[config.mk]
export PLATFORM = sky130hd
export DESIGN_NAME = evt_timer_glb
export DESIGN_NICKNAME = d
export VERILOG_FILES = /design/src/rtl/evt_timer_glb.sv
export SDC_FILE = /design/constraint.sdc
export NUM_CORES = 1
export LEC_CHECK = 0
export BUFFER_PORTS_ARGS = -buffer_cell sky130_fd_sc_hd__buf_2
export CORE_MARGIN = 10
export CORE_UTILIZATION = 49
export CTS_CLUSTER_DIAMETER = 100
export CTS_CLUSTER_SIZE = 25
export DETAILED_ROUTE_END_ITERATION = 10
export GPL_ROUTABILITY_DRIVEN = 0
export GPL_TIMING_DRIVEN = 0
export HOLD_SLACK_MARGIN = 0.03
export MAX_ROUTING_LAYER = met4
export PLACE_DENSITY = 0.81
export SYNTH_ARGS = -nofsm -noshare
export SYNTH_HDL_FRONTEND = slang
export SYNTH_SLANG_ARGS = --single-unit
[constraint.sdc]
create_clock -name clk -period 2.35 [get_ports clk]
set_input_delay 0 -clock clk [delete_from_list [all_inputs] [get_ports clk]]
set_output_delay 0 -clock clk [all_outputs]
set_load 0.01 [all_outputs]
[src/rtl/evt_timer_glb.sv]
`timescale 1ns/1ps
module evt_timer_glb #(
  parameter int NCH       = 3,
  parameter int ROUTE_W   = 5,
  parameter int IRQ_W     = 32,
  parameter int ADDR_W    = 10,
  parameter int DATA_W    = 32,
  parameter int STRIDE_LG = 5,
  parameter int PERIOD_FS = 10_000_000
) (
  input  logic                     clk,
  input  logic                     rst,
  input  logic                     reg_wr,
  input  logic                     reg_rd,
  input  logic [ADDR_W-1:0]        reg_addr,
  input  logic [DATA_W-1:0]        reg_wdata,
  output logic [DATA_W-1:0]        reg_rdata,
  input  logic [DATA_W-1:0]        ch_rdata,
  input  logic [NCH-1:0]           ch_en,
  input  logic [NCH-1:0]           ch_hit,
  input  logic [NCH*ROUTE_W-1:0]   ch_route,
  output logic [DATA_W-1:0]        main_count,
  output logic                     glb_en,
  output logic [IRQ_W-1:0]         irq_pulse
);

  localparam logic [ADDR_W-1:0] A_CAP    = ADDR_W'(12'h000);
  localparam logic [ADDR_W-1:0] A_PERIOD = ADDR_W'(12'h004);
  localparam logic [ADDR_W-1:0] A_CFG    = ADDR_W'(12'h010);
  localparam logic [ADDR_W-1:0] A_CNT_LO = ADDR_W'(12'h0F0);
  localparam logic [ADDR_W-1:0] A_CH     = ADDR_W'(12'h100);
  localparam logic [DATA_W-1:0] CAP_WORD =
    DATA_W'({16'h8086, 1'b1, 1'b0, 1'b0, 5'(NCH-1), 8'h01});
  localparam logic [DATA_W-1:0] PERIOD_WORD = DATA_W'(PERIOD_FS);
  localparam int LEG0_A = 0;
  localparam int LEG0_B = 2;
  localparam int LEG1   = 8;

  logic [1:0]        cfg_q;
  logic [DATA_W-1:0] cnt_q;
  logic [DATA_W-1:0] rd_mux;
  logic [ADDR_W-1:0] ch_idx;
  logic [IRQ_W-1:0]  irq_d;
  logic [IRQ_W-1:0]  ch_vec [NCH];
  logic              wr_cfg, wr_cnt;

  assign wr_cfg     = reg_wr && (reg_addr == A_CFG);
  assign wr_cnt     = reg_wr && (reg_addr == A_CNT_LO);
  assign ch_idx     = ADDR_W'(reg_addr - A_CH) >> STRIDE_LG;
  assign main_count = cnt_q;
  assign glb_en     = cfg_q[0];

  always_ff @(posedge clk) begin
    if (rst) begin
      cfg_q <= '0;
    end else if (wr_cfg) begin
      cfg_q <= reg_wdata[1:0];
    end
  end

  always_ff @(posedge clk) begin
    if (rst) begin
      cnt_q <= '0;
    end else if (wr_cnt) begin
      cnt_q <= reg_wdata;
    end else if (cfg_q[0]) begin
      cnt_q <= cnt_q + 1'b1;
    end
  end

  always_comb begin
    rd_mux = '0;
    if (reg_addr >= A_CH) begin
      if (ch_idx < ADDR_W'(NCH)) rd_mux = ch_rdata;
    end else if (reg_addr == A_CAP) begin
      rd_mux = CAP_WORD;
    end else if (reg_addr == A_PERIOD) begin
      rd_mux = PERIOD_WORD;
    end else if (reg_addr == A_CFG) begin
      rd_mux = DATA_W'(cfg_q);
    end else if (reg_addr == A_CNT_LO) begin
      rd_mux = cnt_q;
    end
  end

  always_ff @(posedge clk) begin
    if (rst) begin
      reg_rdata <= '0;
    end else if (reg_rd) begin
      reg_rdata <= rd_mux;
    end
  end

  for (genvar i = 0; i < NCH; i++) begin : g_ch
    logic fire;
    assign fire = ch_hit[i] && ch_en[i] && cfg_q[0];
    assign ch_vec[i] =
      !fire                  ? '0 :
      (cfg_q[1] && i == 0)   ? ((IRQ_W'(1) << LEG0_A) | (IRQ_W'(1) << LEG0_B)) :
      (cfg_q[1] && i == 1)   ? (IRQ_W'(1) << LEG1) :
                               (IRQ_W'(1) << ch_route[i*ROUTE_W +: ROUTE_W]);
  end

  always_comb begin
    irq_d = '0;
    for (int i = 0; i < NCH; i++) irq_d = irq_d | ch_vec[i];
  end

  always_ff @(posedge clk) begin
    if (rst) begin
      irq_pulse <= '0;
    end else begin
      irq_pulse <= irq_d;
    end
  end

endmodule

Word level (Yosys, flattened, before mapping)
Cells that the tools add are included.
{"block": "classes", "bitwise_logic": 2, "add_sub_neg": 2, "n_eq_ne": 3, "order_cmp": 2, "shift": 3, "n_mux": 13, "n_reduce_logical": 10}
{"operator": "two-way mux 32 bit", "n": 13}
{"operator": "left shift 1 x 5 -> 32 bit (first input constant)", "n": 3}
{"operator": "bitwise OR 32 bit", "n": 2}
{"operator": "adder 32 x 1 -> 32 bit (second input constant)", "n": 1}
{"operator": "== test 10 x 3 -> 1 bit (second input constant)", "n": 1}
{"operator": "== test 10 x 5 -> 1 bit (second input constant)", "n": 1}
{"operator": "== test 10 x 8 -> 1 bit (second input constant)", "n": 1}
{"operator": ">= comparator 10 x 9 -> 1 bit (second input constant)", "n": 1}
{"operator": "logical NOT 10 bit", "n": 1}
{"operator": "subtractor 10 x 9 -> 10 bit (second input constant)", "n": 1}
{"operator": "logical AND 1 bit", "n": 8}
{"operator": "less-than comparator 5 x 2 -> 1 bit (second input constant)", "n": 1}
{"operator": "nonzero test 2 bit", "n": 1}
{"block": "word_totals", "in_bits": 99, "output_inout_bits": 97, "wordCells": 39, "regBits": 98}

Depth between registers and ports, before layout
{"block": "depth", "word_depth": 6, "ltp_mapped": 6, "mapped_depth_nobuf": 6}

Least setup slack after synthesis
OpenSTA, ideal clock, no wires.
{"block": "synth_timing", "path_type": "flip-flop to flip-flop", "start": "reg cnt_q[0] (netlist: main_count[0])", "end": "reg cnt_q[24] (netlist: main_count[24])", "arrival_ns": 1.723, "required_ns": 2.264, "setup_ns": 0.086, "synth_period_minus_slack_ns": 1.808, "path_slack_ns": 0.542, "path_buffers": 0, "stages_incl_launch_ff": 7, "path_cell_list": "dfxtp_1 > ha_1 > nand4_2 > or2_1 > nor4b_1 > xnor2_1 > a211oi_1"}
{"block": "synth_between", "elab_chain_cells": 3}
{"item": "start, declared", "line_no": "40", "source": "logic [DATA_W-1:0] cnt_q;"}
{"item": "start signal, assigned", "line_no": "65", "source": "cnt_q <= reg_wdata;"}
{"item": "start signal, assigned", "line_no": "67", "source": "cnt_q <= cnt_q + 1'b1;"}
{"item": "adder 32 x 1 -> 32 bit", "line_no": "67"}
{"item": "two-way mux 32 bit", "line_no": "66", "source": "end else if (cfg_q[0]) begin"}
{"item": "two-way mux 32 bit", "line_no": "64", "source": "end else if (wr_cnt) begin"}
Every way passes these cells. The select of a mux whose other input is x is not followed.
A chain may end at the register's enable or synchronous reset.

Worst setup path after layout
{"block": "layout_timing", "start": "reg cnt_q[4] (netlist: main_count[4])", "end": "reg cnt_q[26] (netlist: main_count[26])"}
Same word-level chain as after synthesis.

==> impl_metrics.csv <==
group,metric,value,unit
power_and_ir_drop,internal-power,2.43,mW
yosys,async_flop_share,0,%
timing,post-route-min-period,2.15,ns
critical_path,r2r_setup_slack,0.20,ns
layout,fin_area,6930,um^2
timing,setup_viol,0,
critical_path,crit_required,2.65,ns
layout,final_nets,944,
clocking,cts.clk_slew.worst_paths,0.11,ns
timing,fin_skew,0.0194,ns
placed_design,pre_cts_slack,0.278,ns
routing,vias_per_cell,6.10,
clocking,cts_inserted_buffers,9,
critical_path,worstRegToRegCells,5,
yosys,synthCells,570,
global_route,grt_pass1_vias,6096,
timing,relSlewSlack,34.3,%
placed_design,dpl_cell_area,5990,um^2
timing,worstMarginPinSlew,0.977,ns
global_route,antenna_found_initial,3,
critical_path,setup.worst_path.class,"reg2reg",
yosys,synth_seq_cells,98,
critical_path,cpMaxStageDelayCell,"nor4_4",
floorplanning,core_region_area,9730,um^2
routing,wl_per_cell,20.7,um
floorplanning,start_util,50.0,%
clocking,h-tree-depth,3,
yosys,syn_area,4860,um^2
yosys,synth_flop_cell,"dfxtp_1",
yosys,synth_area_per_cell,8.53,um^2
power_and_ir_drop,ir_worst_vdd,0.000376,V
yosys,yosys.area.top_type,"dfxtp_1",
layout,area_delta_synth_final,42.6,%
timing,maxSlewViolCount,0,
placed_design,place_hpwl,14.3,mm
yosys,synth_top_area_share,40.4,%
worst_hold_path,hp-start,"ch_route[11]",
critical_path,critPathMaxFanout,8,
critical_path,crit_arrival,2.44,ns
critical_path,path_buf_inv,0,
routing,detail-route-antenna-nets,0,
clocking,clockBufferDepth,2,
power_and_ir_drop,power_frac_seq,51.5,%
global_route,grt_max_degree,18,
timing,period_share,91.4,%
yosys,ys_seq_area_share,40.4,%
yosys,ys.warnings.count,0,
worst_hold_path,hold_path_depth,4,
critical_path,crit_cells,5,
yosys,synth_nets,670,
power_and_ir_drop,p_comb_share,13.3,%
floorplanning,die_area,14300,um^2
floorplanning,rows,36,
worst_hold_path,min_to,"irq_pulse[4]",
timing,fmax,465,MHz
critical_path,r2r_end,"main_count[26]",
layout,fin_util,71.2,%
placed_design,placed_cells,896,
timing,hold_viol,0,
critical_path,r2r_start,"main_count[4]",
power_and_ir_drop,finalPower,3.31,mW
power_and_ir_drop,p_sw,0.888,mW
clocking,cts_root_buf,"clkbuf_8",
routing,dr.pass1.iters,8,
timing,fin_ws,0.202,ns
worst_hold_path,hp-class,"in2reg",
routing,drc,0,
run,drv_cap,0,
global_route,gr-usage-all-layers,28.1,%
floorplanning,io-pin-count,196,
power_and_ir_drop,powerDensity,478,nW/um^2
critical_path,cpPeakStageDelay,0.59,ns
layout,fillers,748,
floorplanning,chipHeight,120,um
clocking,cts_num_sinks,98,
routing,vias,6011,
power_and_ir_drop,leakage,2.86,nW
critical_path,worst_setup_path_start_kind,"register",
timing,final.setup.tns,0,ns
routing,dr.first_iter.drc_count,806,
clocking,cts_tree,"done",
timing,worst_hold_slack,0.0410,ns
routing,routed_wl,20.4,mm
floorplanning,die_width,120,um
yosys,synth_commonest_cells,"nor2_1, dfxtp_1, nand2_1, nor3_1, a211oi_1",
critical_path,end_kind,"register",
global_route,grt_overflow,0,
yosys,synth_enable_flop_cells,0,
timing,rsz0062_at_grt,"no",
power_and_ir_drop,p_clk_share,35.2,%
clocking,worstSkewPairLatency,0.39,ns
status,status,"finished, final reports clean",
global_route,grt_pass1_wl,31.9,mm
critical_path,crit_path_cell_trace,"nand4_1, nor4_4, nand3_1, xor2_1, a211oi_1",
placed_design,port_buffers,193,
layout,drive_gt1_share,28.7,%
critical_path,crit_family,"simple AND/OR/NAND/NOR gates",
layout,instances_no_fill,986,
yosys,synthTopCellsByArea,"dfxtp_1, nor2_1, a211oi_1",
power_and_ir_drop,p_sw_share,26.8,%
yosys,ys_types,49,
yosys,synth_most_common_cell,"nor2_1",
[how the worst max path moves through the flow]
stage / from / slack, ns / end
6_report: main_count[4] / 0.20 / main_count[26]
5_1_grt: main_count[4] / 0.1 / main_count[26]
4_1_cts: reg_addr[8] / 0.18 / cfg_q[0]
3_5_place_dp: main_count[4] / 0.28 / main_count[26]
3_3_place_gp: main_count[4] / 0.34 / main_count[20]
2_1_floorplan: main_count[0] / 0.54 / main_count[24]
[cell families (layout without fill, tap and decap cells)]
| kind of cell | Yosys count | count (layout) | synth area share [%] |
|---|---|---|---|
| AND/OR/NAND/NOR | 270 | 270 | 28.2 |
| AO/OA/AOI/OAI | 127 | 127 | 21.5 |
| flip-flops | 98 | 98 | 40.4 |
| buffers and inverters | 42 | 321 | 3.91 |
| XOR/XNOR | 31 | 31 | 5.59 |
| adder cells (fa/ha/maj) | 1 | 1 | 0.257 |
| multiplexers | 1 | 1 | 0.206 |
| other | 0 | 4 | 0 |
[tightest hold or removal path, cell delays in order]
cell	delay, ns
buf_2	0.12
nor3_1	0.11
nand2_1	0.08
a21oi_1	0.06
[flip-flops by register name (all words and copies together) (netlist names)]
register,count
reg_rdata,32
irq_pulse,32
main_count,32
cfg_q,2
[power by group through the flow]
stage | logic, mW | clock network [mW] | registers [mW]
2_1_floorplan | 0.129 | 0 | 1.76
3_3_place_gp | 0.320 | 0 | 1.74
3_5_place_dp | 0.329 | 0 | 1.74
4_1_cts | 0.416 | 1.16 | 1.71
5_1_grt | 0.467 | 1.24 | 1.71
6_report | 0.439 | 1.17 | 1.71
[cell usage in the layout (no fill, tap or decap), drive strengths merged, types with 8 or more instances in the layout]
cell type and instances:
nand4 14, dlygate4sd3 71, a22oi 18, nor3 32, nor2 106, inv 9, a222oi 16, a21oi 18
nand2 43, buf 202, a211oi 41, xnor2 12, nor3b 9, nand3 19, clkbuf 35, xor2 19
a221oi 22, dfxtp 98, nor4 8
[timing repair]
item / in CTS / in global routing
gates resized for setup: 0 / 3
hold endpoints to repair: 65 / 0
setup endpoints to repair: 0 / 2
hold buffers: 71 / 0
buffers inserted: 0 / 0
[area by class of cell]
class / count / area, um^2 / area share [%]
flip-flops and latches: 98 / 1960 / 28.3
repair buffers: 264 / 1680 / 24.2
clock buffers: 10 / 138 / 1.99
plain buffers: 34 / 160 / 2.31
multi-input cells: 430 / 2720 / 39.2
inverters: 7 / 26.3 / 0.379
diodes: 4 / 10.0 / 0.144
well taps: 133 / 166 / 2.40
clock inverters: 6 / 72.6 / 1.05
[layer usage]
metal	global-route usage (%)	share of wire, %
met1	30.6	36
met2	46.6	48
met3	7.36	11
met4	14.0	5.1
met5	-	0
(Power assumes the default switching activity.)
